`config.mk`:
```
export PLATFORM = sky130hd
export DESIGN_NAME = bitfield_cell
export DESIGN_NICKNAME = d
export VERILOG_FILES = /design/src/rtl/bfc_pkg.sv /design/src/rtl/bfc_byte_mask.sv /design/src/rtl/bfc_wr_effect.sv /design/src/rtl/bfc_rd_effect.sv /design/src/rtl/bfc_once_lock.sv /design/src/rtl/bitfield_cell.sv
export SDC_FILE = /design/constraint.sdc
export NUM_CORES = 1
export LEC_CHECK = 0
export ABC_AREA = 1
export BUFFER_PORTS_ARGS = -buffer_cell sky130_fd_sc_hd__buf_2
export CELL_PAD_IN_SITES_DETAIL_PLACEMENT = 0
export CELL_PAD_IN_SITES_GLOBAL_PLACEMENT = 1
export CORE_MARGIN = 2
export CORE_UTILIZATION = 26
export CTS_CLUSTER_SIZE = 10
export DETAILED_ROUTE_END_ITERATION = 6
export GPL_TIMING_DRIVEN = 0
export PLACE_DENSITY = 0.86
export SLEW_MARGIN = 0
export SYNTH_ARGS = -nofsm -noshare
export SYNTH_HDL_FRONTEND = slang
export SYNTH_HIERARCHICAL = 1
export SYNTH_SLANG_ARGS = --single-unit
export TNS_END_PERCENT = 100
```
`constraint.sdc`:
```
create_clock -name clk -period 1.1 [get_ports clk]
set_clock_uncertainty 0.05 [all_clocks]
set_input_delay 0.22 -clock clk [delete_from_list [all_inputs] [get_ports clk]]
set_output_delay 0.22 -clock clk [all_outputs]
set_load 0.01 [all_outputs]
```
`src/rtl/bfc_pkg.sv`:
```
package bfc_pkg;

   typedef enum logic [3:0] {
      FM_RW, FM_RO, FM_WO, FM_RCLR, FM_RSET,
      FM_W0CLR, FM_W1CLR, FM_W0SET, FM_W1SET,
      FM_W0CLR_RSET, FM_W1CLR_RSET, FM_W0SET_RCLR, FM_W1SET_RCLR,
      FM_ONCE_RW, FM_ONCE_WO, FM_RSVD
   } field_mode_e;

   typedef enum logic [2:0] {
      WK_NONE, WK_STORE, WK_CLR0, WK_CLR1, WK_SET0, WK_SET1
   } wr_kind_e;

   typedef enum logic [1:0] {
      RK_NONE, RK_CLR, RK_SET
   } rd_kind_e;

   function automatic wr_kind_e wr_kind_of(field_mode_e m);
      case (m)
         FM_RW, FM_WO, FM_ONCE_RW, FM_ONCE_WO: return WK_STORE;
         FM_W0CLR, FM_W0CLR_RSET:              return WK_CLR0;
         FM_W1CLR, FM_W1CLR_RSET:              return WK_CLR1;
         FM_W0SET, FM_W0SET_RCLR:              return WK_SET0;
         FM_W1SET, FM_W1SET_RCLR:              return WK_SET1;
         default:                              return WK_NONE;
      endcase
   endfunction

   function automatic rd_kind_e rd_kind_of(field_mode_e m);
      case (m)
         FM_RCLR, FM_W0SET_RCLR, FM_W1SET_RCLR: return RK_CLR;
         FM_RSET, FM_W0CLR_RSET, FM_W1CLR_RSET: return RK_SET;
         default:                               return RK_NONE;
      endcase
   endfunction

   function automatic bit is_readable(field_mode_e m);
      return !(m == FM_WO || m == FM_ONCE_WO || m == FM_RSVD);
   endfunction

   function automatic bit is_once(field_mode_e m);
      return (m == FM_ONCE_RW || m == FM_ONCE_WO);
   endfunction

endpackage

```
`src/rtl/bfc_byte_mask.sv`:
```
module bfc_byte_mask #(
   parameter int unsigned WIDTH  = 16,
   parameter int unsigned NBYTES = (WIDTH + 7) / 8
) (
   input  logic [NBYTES-1:0] be,
   output logic [WIDTH-1:0]  mask
);
   for (genvar i = 0; i < WIDTH; i++) begin : g_bit
      assign mask[i] = be[i / 8];
   end
endmodule

```
`src/rtl/bfc_wr_effect.sv`:
```
module bfc_wr_effect
   import bfc_pkg::*;
#(
   parameter int unsigned WIDTH = 16,
   parameter wr_kind_e    WK    = WK_STORE
) (
   input  logic             en,
   input  logic [WIDTH-1:0] q_in,
   input  logic [WIDTH-1:0] wdata,
   input  logic [WIDTH-1:0] mask,
   output logic [WIDTH-1:0] q_out
);
   logic [WIDTH-1:0] hit1, hit0;

   always_comb begin
      hit1 = wdata & mask;
      hit0 = ~wdata & mask;
      q_out = q_in;
      if (en) begin
         case (WK)
            WK_STORE: q_out = (q_in & ~mask) | hit1;
            WK_CLR0:  q_out = q_in & ~hit0;
            WK_CLR1:  q_out = q_in & ~hit1;
            WK_SET0:  q_out = q_in | hit0;
            WK_SET1:  q_out = q_in | hit1;
            default:  q_out = q_in;
         endcase
      end
   end
endmodule

```
`src/rtl/bfc_rd_effect.sv`:
```
module bfc_rd_effect
   import bfc_pkg::*;
#(
   parameter int unsigned WIDTH = 16,
   parameter rd_kind_e    RK    = RK_NONE
) (
   input  logic             rd,
   input  logic [WIDTH-1:0] d_in,
   output logic [WIDTH-1:0] d_out
);
   always_comb begin
      d_out = d_in;
      if (rd) begin
         case (RK)
            RK_CLR:  d_out = '0;
            RK_SET:  d_out = {WIDTH{1'b1}};
            default: d_out = d_in;
         endcase
      end
   end
endmodule

```
`src/rtl/bfc_once_lock.sv`:
```
module bfc_once_lock #(
   parameter bit ENABLE = 1'b0
) (
   input  logic clk,
   input  logic rst_n,
   input  logic wr,
   output logic allow,
   output logic locked
);
   logic lock_r;

   always_ff @(posedge clk) begin
      if (!rst_n) lock_r <= 1'b0;
      else        lock_r <= ENABLE && (lock_r || wr);
   end

   assign locked = lock_r;
   assign allow  = !lock_r;
endmodule

```
`src/rtl/bitfield_cell.sv`:
```
module bitfield_cell
   import bfc_pkg::*;
#(
   parameter int unsigned WIDTH     = 16,
   parameter field_mode_e MODE      = FM_RW,
   parameter logic [WIDTH-1:0] RESET_VAL = '0,
   localparam int unsigned NBYTES   = (WIDTH + 7) / 8
) (
   input  logic              clk,
   input  logic              rst_n,
   input  logic              bus_wr,
   input  logic              bus_rd,
   input  logic [WIDTH-1:0]  bus_wdata,
   input  logic [NBYTES-1:0] bus_be,
   output logic [WIDTH-1:0]  bus_rdata,
   input  logic [WIDTH-1:0]  hw_val,
   input  logic [WIDTH-1:0]  hw_set,
   input  logic [WIDTH-1:0]  hw_clr,
   output logic [WIDTH-1:0]  field_q
);
   localparam wr_kind_e WK       = wr_kind_of(MODE);
   localparam rd_kind_e RK       = rd_kind_of(MODE);
   localparam bit       READABLE = is_readable(MODE);
   localparam bit       ONCE     = is_once(MODE);
   localparam bit       HW_BASE  = (MODE == FM_RO);
   localparam bit       RSVD     = (MODE == FM_RSVD);
   localparam logic [WIDTH-1:0] INIT = RSVD ? '0 : RESET_VAL;

   if (WIDTH < 1 || WIDTH > 64) begin : g_bad_width
      $error("bitfield_cell: WIDTH must lie in 1..64");
   end
   if (ONCE && WK != WK_STORE) begin : g_bad_once
      $error("bitfield_cell: write-once modes must store");
   end

   logic [WIDTH-1:0] q_r, q_d;
   logic [WIDTH-1:0] byte_mask, base, after_wr, after_rd;
   logic             wr_ok, wr_locked;

   bfc_byte_mask #(.WIDTH(WIDTH), .NBYTES(NBYTES)) u_mask (
      .be   (bus_be),
      .mask (byte_mask)
   );

   bfc_once_lock #(.ENABLE(ONCE)) u_lock (
      .clk    (clk),
      .rst_n  (rst_n),
      .wr     (bus_wr),
      .allow  (wr_ok),
      .locked (wr_locked)
   );

   assign base = HW_BASE ? hw_val : q_r;

   bfc_wr_effect #(.WIDTH(WIDTH), .WK(WK)) u_wr (
      .en    (bus_wr && wr_ok),
      .q_in  (base),
      .wdata (bus_wdata),
      .mask  (byte_mask),
      .q_out (after_wr)
   );

   bfc_rd_effect #(.WIDTH(WIDTH), .RK(RK)) u_rd (
      .rd    (bus_rd),
      .d_in  (after_wr),
      .d_out (after_rd)
   );

   always_comb begin
      q_d = (after_rd & ~hw_clr) | hw_set;
      if (RSVD) q_d = '0;
   end

   always_ff @(posedge clk) begin
      if (!rst_n) q_r <= INIT;
      else        q_r <= q_d;
   end

   assign field_q   = q_r;
   assign bus_rdata = (READABLE && bus_rd) ? q_r : '0;
endmodule

```
==> impl_metrics.csv <==
group,metric,value,unit
run_status,outcome,"finished, final reports clean",
synthesis,netlist_instances,267,
worst_hold_path,hp-class,"in2reg",
synthesis,avgSynthCellArea,5.609,um^2
sta,rsz0062_at_grt,"yes",
synthesis,synth_nets,337,
floorplanning,start_util,0.2703,
sta,fin_crit,1.088,ns
cells_and_area,synthToLayoutAreaGrowth,41.10,%
grt,grt_start_max_net_pins,11,
place,pre_cts_ws,-0.1830,ns
sta,layout_worst_path_cycle_share,0.9891,
sta,setup-tns-final,0,ns
power_and_ir_drop,power_density,827.9,nW/um^2
cells_and_area,mostFrequentLayoutCell,"inv_1",
cts,clockBufferDepth,2,
sta,layout_setup_ws,0.01201,ns
synthesis,yosysWarningCount,6,
cts,cts-hold-fix-buffers,0,
floorplanning,core,5540,um^2
synthesis,synthesis.area,1498,um^2
floorplanning,die_w,79.90,um
sta,hold_viol,0,
route,drt-total-wl,3672,um
grt,grt.total_usage,0.1187,
route,vias,1544,
critical_path,endpoint_kind,"primary output",
cells_and_area,fin_nets,427,
floorplanning,io_pins,102,
route,drt.antenna.violating_nets,0,
power_and_ir_drop,ir_drop,0.3467,mV
floorplanning,fp-row-count,27,
cts,cts_tree,"yes",
cts,clock_latency,0.25,ns
cells_and_area,final_core_util,0.3814,
place,hpwl,2842,um
sta,fmax,919.1,MHz
critical_path,crit_fanout,3,
route,post_drt_wl_per_cell,8.600,um
cts,cts_max_level,1,
cts,clock-sinks,16,
cells_and_area,diodes,0,
floorplanning,die_h,79.90,um
sta,slew_violations,0,
place,place.gp.congestion,0.6273,
cells_and_area,drive_above_1_share,0.4366,
grt,grt_overflow_total,0,
critical_path,cp.arrival,0.82,ns
place,port-buffer-count,82,
grt,grt_pass1_wl,5851,um
critical_path,crit_path_start_kind,"flip-flop",
route,drc,0,
cells_and_area,n_fill_cell,642,
cells_and_area,largest_reg_flops,16,
power_and_ir_drop,leakage,1.526,nW
critical_path,worst_ep_required_time,0.83,ns
cts,cts.clk_slew.worst_paths,0.07,ns
grt,antenna_found_initial,0,
sta,timing.hold.ws,0.1378,ns
sta,setup_viol_count_final,0,
route,drt_iter0_drc,24,
floorplanning,die-area,6383,um^2
cts,cts_root_buffer,"clkbuf_8",
cells_and_area,layout.cells.most_common_list,"inv_1, nand2_1, buf_2, buf_4",
critical_path,critPathKind,"reg2out",
grt,grt_pass1_vias,1389,
job,maxCapViolations,0,
route,viasPerCell,3.616,
route,drt-pass1-iter-count,3,
cts,numCtsBuffers,3,
[layer usage]
layer / share of wire / track usage
met3: 0.057 / 0.01018
met1: 0.45 / 0.1457
met5: 0 / 0
met4: 0.011 / 0.05085
met2: 0.48 / 0.2100
[repair_timing]
item | 4_1_cts | 5_1_grt
pin swaps | 0 | 6
hold endpoints to repair | 0 | 0
endpoints found under the setup margin | 13 | 30
gates resized for setup | 13 | 13
setup buffers | 0 | 3
[critical path, cell delays in order, from the launching register on]
cell	delay [ns]
dfxtp_2	0.34
nand2_1	0.06
inv_1	0.05
buf_2	0.11
[where the power goes]
group	leakage, nW	total (mW)	switching [mW]	internal (mW)
Combinational	1.37	0.609	0.269	0.340
Clock	0.0216	0.480	0.237	0.244
Sequential	0.137	0.660	0.0307	0.629
[per-stage QoR]
stage	instances	instance area (um^2)	power, mW
after floorplan	267	1498	1.052
after global placement	421	1998	1.248
after detailed placement	421	1998	1.255
after CTS	424	2056	1.767
after global routing	427	2113	1.882
final	427	2113	1.750
[worst paths after layout]
kind,to,slack [ns],from,cells past startpoint
hold / removal,field_q[6],0.14,hw_set[6],3
hold reg to reg,field_q[11],0.70,field_q[11],7
setup reg to reg,field_q[15],0.10,field_q[15],8
setup / recovery,bus_rdata[15],0.01,field_q[15],3
[area by class of cell]
cell class,count,area (um^2),area share
multi-input combinational,114,485.5,0.2297
timing repair buffer,85,464.2,0.2197
inverter,98,367.9,0.1741
sequential,16,340.3,0.1610
buffer,39,324.1,0.1533
tap,72,90.09,0.04263
clock buffer,3,41.29,0.01954
Note: power is estimated with default switching activity, not from simulation.
